--- src/rtl/lwh_pkg.sv ---
package lwh_pkg;

    localparam int unsigned WORD_W = 32;

    typedef logic [WORD_W-1:0] word_t;

    typedef enum logic [2:0] {
        ST_IDLE,
        ST_FILT,
        ST_EXP,
        ST_FOLD,
        ST_CHAIN
    } phase_e;

    // filter round for the x register
    function automatic word_t mix_x(input word_t x, input word_t m);
        word_t s;
        s = x + m;
        return (x << 1) + (s >> 1);
    endfunction

    // filter round for the y register
    function automatic word_t mix_y(input word_t y, input word_t m);
        return (y << 1) + (y >> 1) + y + m;
    endfunction

    // first half of an expansion step (updates x)
    function automatic word_t spread_x(input word_t x, input word_t y, input word_t k);
        word_t s;
        word_t t;
        word_t q;
        s = y + x;
        t = x ^ (s >> 3);
        q = (t >> 2) + t;
        return ((q >> 2) + (t << 3) + (t >> 1)) ^ k;
    endfunction

    // second half of an expansion step (updates y from the new x)
    function automatic word_t spread_y(input word_t x_new, input word_t y);
        word_t u;
        u = y ^ ((y ^ x_new) >> 1);
        return (u >> 4) + (u >> 3) + (u << 3) + u;
    endfunction

endpackage

--- src/rtl/lwh_ctrl.sv ---
module lwh_ctrl
    import lwh_pkg::*;
#(
    parameter int unsigned FILT_ROUNDS = 32,
    parameter int unsigned EXP_OUTER   = 4,
    parameter int unsigned EXP_INNER   = 8,
    parameter int unsigned RND_W       = 5,
    parameter int unsigned JW          = 2
) (
    input  logic          clk,
    input  logic          rst_n,
    input  logic          init_i,
    input  logic          valid_i,
    input  logic          last_i,
    output logic          ready_o,
    output logic          load_o,
    output logic          filt_o,
    output logic          exp_o,
    output logic          fold_o,
    output logic          chain_o,
    output logic          clr_o,
    output logic [JW-1:0] sel_o,
    output logic          done_o
);

    localparam logic [RND_W-1:0] FILT_LAST  = RND_W'(FILT_ROUNDS - 1);
    localparam logic [RND_W-1:0] INNER_LAST = RND_W'(EXP_INNER - 1);
    localparam logic [JW-1:0]    OUTER_LAST = JW'(EXP_OUTER - 1);

    phase_e            st;
    phase_e            nxt;
    logic [RND_W-1:0]  rnd;
    logic [JW-1:0]     jdx;
    logic              last_q;

    // next-state selection
    always_comb begin
        nxt = st;
        unique case (st)
            ST_IDLE:  if (valid_i)           nxt = ST_FILT;
            ST_FILT:  if (rnd == FILT_LAST)  nxt = ST_EXP;
            ST_EXP:   if (rnd == INNER_LAST) nxt = ST_FOLD;
            ST_FOLD:  nxt = (jdx == OUTER_LAST) ? ST_CHAIN : ST_EXP;
            ST_CHAIN: nxt = ST_IDLE;
            default:  nxt = ST_IDLE;
        endcase
        if (init_i) nxt = ST_IDLE;
    end

    // state register
    always_ff @(posedge clk or negedge rst_n) begin
        if (!rst_n) st <= ST_IDLE;
        else        st <= nxt;
    end

    // strobes towards the datapath and state store
    always_comb begin
        ready_o = (st == ST_IDLE);
        load_o  = (st == ST_IDLE)  && valid_i && !init_i;
        filt_o  = (st == ST_FILT)  && !init_i;
        exp_o   = (st == ST_EXP)   && !init_i;
        fold_o  = (st == ST_FOLD)  && !init_i;
        chain_o = (st == ST_CHAIN) && !init_i;
        clr_o   = init_i;
        sel_o   = jdx;
    end

    // two shared loop counters
    always_ff @(posedge clk or negedge rst_n) begin
        if (!rst_n) begin
            rnd <= '0;
            jdx <= '0;
        end else if (init_i || load_o) begin
            rnd <= '0;
            jdx <= '0;
        end else begin
            if (filt_o) rnd <= (rnd == FILT_LAST)  ? '0 : rnd + 1'b1;
            if (exp_o)  rnd <= (rnd == INNER_LAST) ? '0 : rnd + 1'b1;
            if (fold_o && (jdx != OUTER_LAST)) jdx <= jdx + 1'b1;
        end
    end

    always_ff @(posedge clk or negedge rst_n) begin
        if (!rst_n) begin
            last_q <= 1'b0;
            done_o <= 1'b0;
        end else begin
            if (load_o) last_q <= last_i;
            done_o <= chain_o && last_q;
        end
    end

    p_done_pulse_r8: assert property (@(posedge clk) disable iff (!rst_n)
        done_o |=> !done_o);

    p_accept_busy_r2: assert property (@(posedge clk) disable iff (!rst_n)
        load_o |=> !ready_o);

    p_init_idle_r10: assert property (@(posedge clk) disable iff (!rst_n)
        init_i |=> (ready_o && !done_o));

    p_one_phase_r3: assert property (@(posedge clk) disable iff (!rst_n)
        $onehot0({load_o, filt_o, exp_o, fold_o, chain_o}));

endmodule

--- src/rtl/lwh_datapath.sv ---
module lwh_datapath
    import lwh_pkg::*;
#(
    parameter logic [31:0] XOR_K = 32'h736B83DC
) (
    input  logic  clk,
    input  logic  rst_n,
    input  logic  load_i,
    input  logic  filt_i,
    input  logic  exp_i,
    input  word_t seed_i,
    input  word_t word_i,
    output word_t x_o,
    output word_t y_o
);

    word_t x_q;
    word_t y_q;
    word_t m_q;
    word_t x_nx;

    assign x_nx = spread_x(x_q, y_q, XOR_K);

    always_ff @(posedge clk or negedge rst_n) begin
        if (!rst_n) begin
            x_q <= '0;
            y_q <= '0;
            m_q <= '0;
        end else if (load_i) begin
            x_q <= seed_i;
            y_q <= seed_i;
            m_q <= word_i;
        end else if (filt_i) begin
            x_q <= mix_x(x_q, m_q);
            y_q <= mix_y(y_q, m_q);
        end else if (exp_i) begin
            x_q <= x_nx;
            y_q <= spread_y(x_nx, y_q);
        end
    end

    assign x_o = x_q;
    assign y_o = y_q;

    p_work_hold_r3: assert property (@(posedge clk) disable iff (!rst_n)
        !(load_i || filt_i || exp_i) |=> $stable({x_q, y_q}));

endmodule

--- src/rtl/lwh_state.sv ---
module lwh_state
    import lwh_pkg::*;
#(
    parameter int unsigned EXP_OUTER = 4,
    parameter int unsigned JW        = 2
) (
    input  logic                        clk,
    input  logic                        rst_n,
    input  logic                        clr_i,
    input  logic                        fold_i,
    input  logic [JW-1:0]               sel_i,
    input  logic                        chain_i,
    input  word_t                       x_i,
    input  word_t                       y_i,
    output word_t                       carry_o,
    output logic [WORD_W*EXP_OUTER-1:0] digest_o
);

    word_t carry_q;

    always_ff @(posedge clk or negedge rst_n) begin
        if (!rst_n)       carry_q <= '0;
        else if (clr_i)   carry_q <= '0;
        else if (chain_i) carry_q <= x_i + y_i;
    end

    assign carry_o = carry_q;

    for (genvar g = 0; g < EXP_OUTER; g++) begin : g_fold
        word_t s_q;
        always_ff @(posedge clk or negedge rst_n) begin
            if (!rst_n)                           s_q <= '0;
            else if (clr_i)                       s_q <= '0;
            else if (fold_i && (sel_i == JW'(g))) s_q <= (s_q + x_i) ^ y_i;
        end
        assign digest_o[g*WORD_W +: WORD_W] = s_q;
    end

    p_digest_hold_r9: assert property (@(posedge clk) disable iff (!rst_n)
        (!fold_i && !clr_i) |=> $stable(digest_o));

    p_clear_r1: assert property (@(posedge clk) disable iff (!rst_n)
        clr_i |=> (digest_o == '0 && carry_q == '0));

endmodule

--- src/rtl/lwhash_core.sv ---
module lwhash_core
    import lwh_pkg::*;
#(
    parameter int unsigned FILT_ROUNDS = 32,
    parameter int unsigned EXP_OUTER   = 4,
    parameter int unsigned EXP_INNER   = 8,
    parameter logic [31:0] XOR_K       = 32'h736B83DC
) (
    input  logic                        clk,
    input  logic                        rst_n,
    input  logic                        init_i,
    input  logic [31:0]                 word_i,
    input  logic                        word_valid_i,
    input  logic                        word_last_i,
    output logic                        word_ready_o,
    output logic [WORD_W*EXP_OUTER-1:0] digest_o,
    output logic                        done_o
);

    localparam int unsigned RND_MAX = (FILT_ROUNDS > EXP_INNER) ? FILT_ROUNDS : EXP_INNER;
    localparam int unsigned RND_W   = (RND_MAX > 1) ? $clog2(RND_MAX) : 1;
    localparam int unsigned JW      = (EXP_OUTER > 1) ? $clog2(EXP_OUTER) : 1;

    logic          load;
    logic          filt;
    logic          expd;
    logic          fold;
    logic          chain;
    logic          clr;
    logic [JW-1:0] sel;
    word_t         x_w;
    word_t         y_w;
    word_t         carry_w;

    lwh_ctrl #(
        .FILT_ROUNDS (FILT_ROUNDS),
        .EXP_OUTER   (EXP_OUTER),
        .EXP_INNER   (EXP_INNER),
        .RND_W       (RND_W),
        .JW          (JW)
    ) u_ctrl (
        .clk     (clk),
        .rst_n   (rst_n),
        .init_i  (init_i),
        .valid_i (word_valid_i),
        .last_i  (word_last_i),
        .ready_o (word_ready_o),
        .load_o  (load),
        .filt_o  (filt),
        .exp_o   (expd),
        .fold_o  (fold),
        .chain_o (chain),
        .clr_o   (clr),
        .sel_o   (sel),
        .done_o  (done_o)
    );

    lwh_datapath #(
        .XOR_K (XOR_K)
    ) u_dp (
        .clk    (clk),
        .rst_n  (rst_n),
        .load_i (load),
        .filt_i (filt),
        .exp_i  (expd),
        .seed_i (carry_w),
        .word_i (word_i),
        .x_o    (x_w),
        .y_o    (y_w)
    );

    lwh_state #(
        .EXP_OUTER (EXP_OUTER),
        .JW        (JW)
    ) u_st (
        .clk      (clk),
        .rst_n    (rst_n),
        .clr_i    (clr),
        .fold_i   (fold),
        .sel_i    (sel),
        .chain_i  (chain),
        .x_i      (x_w),
        .y_i      (y_w),
        .carry_o  (carry_w),
        .digest_o (digest_o)
    );

    p_done_when_idle_r8: assert property (@(posedge clk) disable iff (!rst_n)
        done_o |-> word_ready_o);

    p_busy_ignores_r11: assert property (@(posedge clk) disable iff (!rst_n)
        (!word_ready_o && !init_i && !fold) |=> $stable(digest_o));

endmodule

--- config.mk ---
export PLATFORM = sky130hd
export DESIGN_NAME = lwhash_core
export DESIGN_NICKNAME = d
export VERILOG_FILES = /design/src/rtl/lwh_pkg.sv /design/src/rtl/lwh_ctrl.sv /design/src/rtl/lwh_datapath.sv /design/src/rtl/lwh_state.sv /design/src/rtl/lwhash_core.sv
export SDC_FILE = /design/constraint.sdc
export NUM_CORES = 1
export LEC_CHECK = 0
export BUFFER_PORTS_ARGS = -buffer_cell sky130_fd_sc_hd__buf_2
export CORE_MARGIN = 8
export CORE_UTILIZATION = 35
export DETAILED_ROUTE_END_ITERATION = 10
export GPL_ROUTABILITY_DRIVEN = 0
export GPL_TIMING_DRIVEN = 0
export PLACE_DENSITY = 0.59
export SYNTH_ARGS = -nofsm -noshare
export SYNTH_HDL_FRONTEND = slang
export SYNTH_SLANG_ARGS = --single-unit
--- constraint.sdc ---
create_clock -name clk -period 12.3 [get_ports clk]
set_input_delay 3.075 -clock clk [delete_from_list [all_inputs] [get_ports clk]]
set_output_delay 3.075 -clock clk [all_outputs]
set_load 0.03 [all_outputs]
# Word level (Yosys, flattened, before mapping)
# Cells that the tools add are included.
# totals
out_inout_bits,130
input_bits,37
reg_bits,268
# op_classes
reduce_logical,25
muxes,29
n_bitwise,8
n_eq_ne,13
add_sub_neg,18
# ops
operator,count
$mux 32,16
$add 32x32->32,10
$xor 32x32->32,5
$add 32x31->32,3
$add 30x32->32,2
$xor 32x29->32,1
$xor 32x31->32,1
$add 28x29->30,1
$mux 5,5
$not 18->18,1
$mux 3,5
$logic_and 1x1->1,12
$pmux 3 s4,1
$reduce_bool 2->1,6
$eq 3x2->1 const B,2
$ne 3x3->1 const B,2
$reduce_bool 3->1,2
$add 5x1->5 const B,1
$eq 5x3->1 const B,1
$eq 5x5->1 const B,1
$eq 2x2->1 const B,2
$mux 2,2
$eq 3x1->1 const B,1
$eq 3x3->1 const B,1
9 further kinds,9

# Longest topological paths before layout
# depth
ltp_word,14
ltp_mapped,54
ltp_nobuf,54

# Modules after synthesis
# A second synthesis with hierarchy kept.
# unflattened
hier_cells,4098
area_unflattened_um2,34923.5
# by_module_without_submodules
mod,instances,cells_per_inst,seq_area_each_um2,area_per_inst_um2
lwh_datapath,1,2293,2402.3,19303.5
lwh_state,1,1731,4003.8,14878.0
lwh_ctrl,1,74,300.3,742.0

# Worst setup path before layout
# No wires, ideal clock.
# synth_path
path_kind,flip-flop to flip-flop
start,reg u_dp.x_q[0] (netlist: u_dp.x_o[0])
end,reg u_dp.y_q[31] (netlist: u_dp.y_o[31])
required_time_ps,12222
path_stages_with_launch,49
arrival_ps,10878
period_less_slack_ps,10956
slack_ps,1344
setup_time_ps,78
path_buffers,0
cell_sequence,dfrtp_1 ha_1 fa_1 a211oi_1 o21ai_0 a31oi_2 o21ai_0 a21oi_1 xnor2_1 xor2_1 ha_1 a21o_1 a21oi_1 o21ai_0 or2_2 a31oi_1 nor3b_1 a221oi_2 [... 13 more ...] ha_1 a21o_2 a41oi_1 o21ai_0 a41oi_1 o31ai_1 xnor2_1 fa_1 ha_1 a21oi_1 nor2b_1 o21a_1 nor2_1 nor2_1 a2111oi_0 o311ai_0 xor2_1 o2bb2ai_1
# synth_between
elab_chain_cells,14
# synth_rtl
element,line,text
from (decl),lwh_datapath.sv:17,word_t x_q;
from (signal assigned),lwh_datapath.sv:30,x_q <= seed_i;
from (signal assigned),lwh_datapath.sv:34,"x_q <= mix_x(x_q, m_q);"
from (signal assigned),lwh_datapath.sv:37,x_q <= x_nx;
$add 32x32->32,lwh_pkg.sv:32,s = y + x;
$xor 32x29->32 (*),lwh_pkg.sv:33,t = x ^ (s >> 3);
$add 30x32->32,lwh_pkg.sv:34,q = (t >> 2) + t;
$add 30x32->32,lwh_pkg.sv:35,return ((q >> 2) + (t << 3) + (t >> 1)) ^ k;
$add 32x31->32 (*),lwh_pkg.sv:35,
$not 18->18 (no source line),--,
$xor 32x32->32 (*),lwh_pkg.sv:41,u = y ^ ((y ^ x_new) >> 1);
$xor 32x31->32 (*),lwh_pkg.sv:41,
$add 28x29->30,lwh_pkg.sv:42,return (u >> 4) + (u >> 3) + (u << 3) + u;
$add 32x32->32,lwh_pkg.sv:42,
$add 32x32->32 (*),lwh_pkg.sv:42,
$mux 32 (*),lwh_datapath.sv:36,end else if (exp_i) begin
$mux 32 (*),lwh_datapath.sv:33,end else if (filt_i) begin
$mux 32 (*),lwh_datapath.sv:29,end else if (load_i) begin
to (signal assigned),lwh_datapath.sv:31,y_q <= seed_i;
to (signal assigned),lwh_datapath.sv:35,"y_q <= mix_y(y_q, m_q);"
to (signal assigned),lwh_datapath.sv:38,"y_q <= spread_y(x_nx, y_q);"
to (decl),lwh_datapath.sv:18,word_t y_q;
# Mark *: on every way between the ends. The rest lies on a longest branch, timed or not. The select of a mux whose other input is x is not followed.
# A chain may end at the register's enable or synchronous reset.

# Final worst setup path
# layout_path
start,reg u_dp.y_q[0] (netlist: u_dp.y_o[0])
end,reg u_dp.y_q[28] (netlist: u_dp.y_o[28])
# layout_between
elab_chain_cells,14
word_cells_on_any_way,17
classes_between,add/sub: 10; mux: 3; bitwise: 4
# layout_rtl
element,line
$add 32x32->32,lwh_pkg.sv:32
$xor 32x29->32,lwh_pkg.sv:33
$add 30x32->32,lwh_pkg.sv:34
$add 30x32->32,lwh_pkg.sv:35
$add 32x31->32,lwh_pkg.sv:35
$not 18->18 (no source line),--
$xor 32x32->32,lwh_pkg.sv:41
$xor 32x31->32,lwh_pkg.sv:41
$add 28x29->30,lwh_pkg.sv:42
$add 32x32->32 (2 in series),lwh_pkg.sv:42
$mux 32,lwh_datapath.sv:36
$mux 32 (*),lwh_datapath.sv:33
$mux 32 (*),lwh_datapath.sv:29
# Marked as above.

==> summary.md <==
## Floorplan
- count of boundary I/O pins: 167
- Die Y: 322 um
- placement row count: 112
- die outline width: 322 um
- standard cell core area: 93,000 um2
- starting density of the core: 35.3%
- die area: 104,000 um2

## STA
- timing-limited maximum frequency: 85.2 MHz
- worst max-slew margin expressed relative to the limit: 11.0%
- post-layout min period: 11.74 ns
- actual transition at the worst max-transition pin: 1.30 ns
- Final Setup Violations: 0
- Final Max Tran Viols: 0
- Fin Clk Skew: 0.0160 ns
- Hold Vio Cnt, Final: 0
- aggregate negative setup slack: 0 ns
- final cycle utilization of the critical path: 95.4%
- worst setup margin: 0.560 ns

## GRT
- GRT overflow: 0
- Global Route Usage Sum: 21.3%
- via count of the first global-routing pass: 29,726
- initial antenna violation count: 0
- global-route wire length before repair: 174 mm
- maximum number of pins on one net before global-route repair: 112

## Min path
- worst min-delay path startpoint: u_ctrl.last_q$_DFFE_PN0P_
- classification of the worst-slack hold path: reg -> reg
- hold-critical path endpoint: u_ctrl.last_q$_DFFE_PN0P_
- Hold Path Depth: 2

## Finish
- Post-Layout Cell Count: 5,334
- Design Area, Final: 37,100 um2
- share of post-route cells with drive strength above 1: 10.1%
- most frequent cells in the layout: sky130_fd_sc_hd__ha_1 (384), sky130_fd_sc_hd__nand2_1 (349), sky130_fd_sc_hd__a21oi_1 (346)
- most frequent standard cell in the layout excluding fill and tap cells: sky130_fd_sc_hd__ha_1
- nets: 4,597
- antenna diode count: 0
- area grow syn2layout: 13.0%

## Clocking
- number of buffers created by CTS: 31
- clock root buffer: sky130_fd_sc_hd__clkbuf_16
- Longest Clk Path Bufs: 3
- CTS tree: yes
- Clock transition at path regs: 0.06 ns
- Skew-Pair Late Insertion Delay: 0.61 ns
- number of hold buffers added after cts: 0
- level count of the clock H-tree: 1
- sink count of the clock tree: 268

## Synthesis
- number of enable flip-flop cells after synthesis: 0
- Avg Inst Size Synth: 8.60 um2
- synthesis warning total: 0
- flip-flop cell with the highest count after synthesis: sky130_fd_sc_hd__dfrtp_1
- number of distinct library cells after synthesis: 103
- Async SR Flop Fraction: 100%
- cells after synthesis: 3,814
- number of synthesized register bits: 268
- combined area of all synthesized cells: 32,800 um2
- share of synthesized area occupied by flip-flops and latches: 20.4%
- Mapped Nets: 4,354

## Setup path
- path type of the worst setup path: reg -> reg
- startpoint type of the worst setup path: flip-flop
- largest fanout on the critical path: 8
- reg-to-reg setup timing slack: 0.56 ns
- most common cell type on the critical path: sky130_fd_sc_hd__o21a_1
- CP Capture Type: flip-flop
- worst r2r path cells: 51
- cell class contributing the biggest share of worst-path delay: compound AO/OA/AOI/OAI gates
- Critical R2R Capture: u_dp.y_o[28]$_DFFE_PN0P_
- sum of buffers and inverters on the critical path: 2
- Max stage delay cell, worst path: sky130_fd_sc_hd__fa_1
- required time reported for the critical path endpoint: 12.74 ns
- critical path startpoint: u_dp.y_o[0]$_DFFE_PN0P_
- Crit Reg-Reg Startpoint: u_dp.y_o[0]$_DFFE_PN0P_
- Arr. time, crit path: 12.18 ns
- delay of the slowest critical-path stage: 0.44 ns

## Route
- total detailed-routing wirelength: 115 mm
- antenna-violating nets left: 0
- total via count in the routed design: 29,903
- number of design-rule violations left by the first detailed-router iteration: 2,304
- vias per inst: 5.61
- router iterations before antenna repair: 5
- detail-routed net length per standard cell: 21.6 um
- count of unresolved DRC violations after routing: 0

## Placed design
- Post-Place Worst Slack: -1.39 ns
- area of placed instances: 35,300 um2
- count of input and output buffers: 166
- HPWL after DPL: 93.0 mm
- placed cells: 5,237

## Job
- Max-Cap Viols: 0

## Outcome
- status: finished clean

==> area by class of cell <==
cell class	count	area [um2]
multi-input cells	3281	25500
plain buffers	134	574
clock inverters	8	93.8
flip-flops and latches	268	6720
well taps	1254	1570
clock buffers	48	910
inverters	129	484
repair buffers	212	1250
fillers	9462	56000
==> cells by family (layout without fill, tap and decap cells) <==
logic type | Yosys count | in the layout | synth area share, %
fa+ha+maj | 503 | 503 | 21.8
flops | 268 | 268 | 20.4
mux | 11 | 11 | 0.355
buf+inv | 265 | 531 | 3.25
xor+xnor | 564 | 564 | 15.7
compound gates | 1223 | 1223 | 23.9
simple gates | 980 | 980 | 14.5
==> metrics by stage <==
step                hold slack, ns  utilization, %
finish                       0.475            39.8
global route                 0.509            39.8
CTS                          0.477            39.2
detailed placement           0.463            37.9
global placement             0.455            37.8
floorplan                    0.437               -
==> metal layers <==
layer | up-vias | part of all wire (%) | wire length (um) | track usage, %
met5 | - | 0 | 0 | 0
met4 | 0 | 5.3 | 6080 | 10.1
met3 | 237 | 6.0 | 6940 | 2.58
met2 | 1032 | 47 | 54600 | 36.8
met1 | 14448 | 41 | 47700 | 26.5
li1 | 14186 | - | - | -
==> state kept, by name (all words and copies together) (netlist names) <==
signal,flops
u_dp.x_o,32
u_dp.y_o,32
u_ctrl.last_q,1
u_ctrl.rnd,5
u_ctrl.done_o,1
u_st.carry_o,32
u_st.g_fold.s_q,128
u_dp.m_q,32
u_ctrl.sel_o,2
u_ctrl.st,3
==> synthesized netlist by cell type, drive strengths merged, types with 72 or more instances <==
cell,count,area (um2)
a21oi,352,1770
ha,388,4850
nand2,349,1310
inv,129,484
xnor2,364,3250
o21ai,273,1370
nand3,72,360
clkbuf,108,429
nand3b,93,698
fa,115,2300
xor2,192,1720
a21o,216,1630
dfrtp,268,6710
nor2,212,796
==> worst reg2reg max path, delay by kind of cell (launching register included) <==
kind | cells | cell delay (ns)
DFF | 1 | 0.41
buffers and inverters | 2 | 0.34
AOI/OAI and AO/OA | 31 | 5.92
adders and majority gates | 8 | 2.93
and+or+nand+nor | 4 | 0.60
xor gates and xnor gates | 6 | 1.38
==> what timing repair did <==
| action | 4_1_cts | 5_1_grt |
|---|---|---|
| endpoints found under the setup margin | 11 | 11 |
| resized for setup | 31 | 61 |
| pin swaps | 3 | 10 |
| setup buffers | 8 | 35 |
==> how the worst max path moves through the flow <==
stage	slack [ns]	endpoint	depth (start not counted)
floorplan	1.34	u_dp.y_o[31]$_DFFE_PN0P_	48
global placement	-1.24	u_dp.y_o[31]$_DFFE_PN0P_	49
detailed placement	-1.39	u_dp.y_o[31]$_DFFE_PN0P_	49
CTS	-0.02	u_dp.y_o[31]$_DFFE_PN0P_	50
global route	-0.01	u_dp.y_o[31]$_DFFE_PN0P_	53
finish	0.56	u_dp.y_o[28]$_DFFE_PN0P_	51
Power is not shown: default switching activity piles up to over one toggle a cycle in this logic, so the estimate is an artifact.
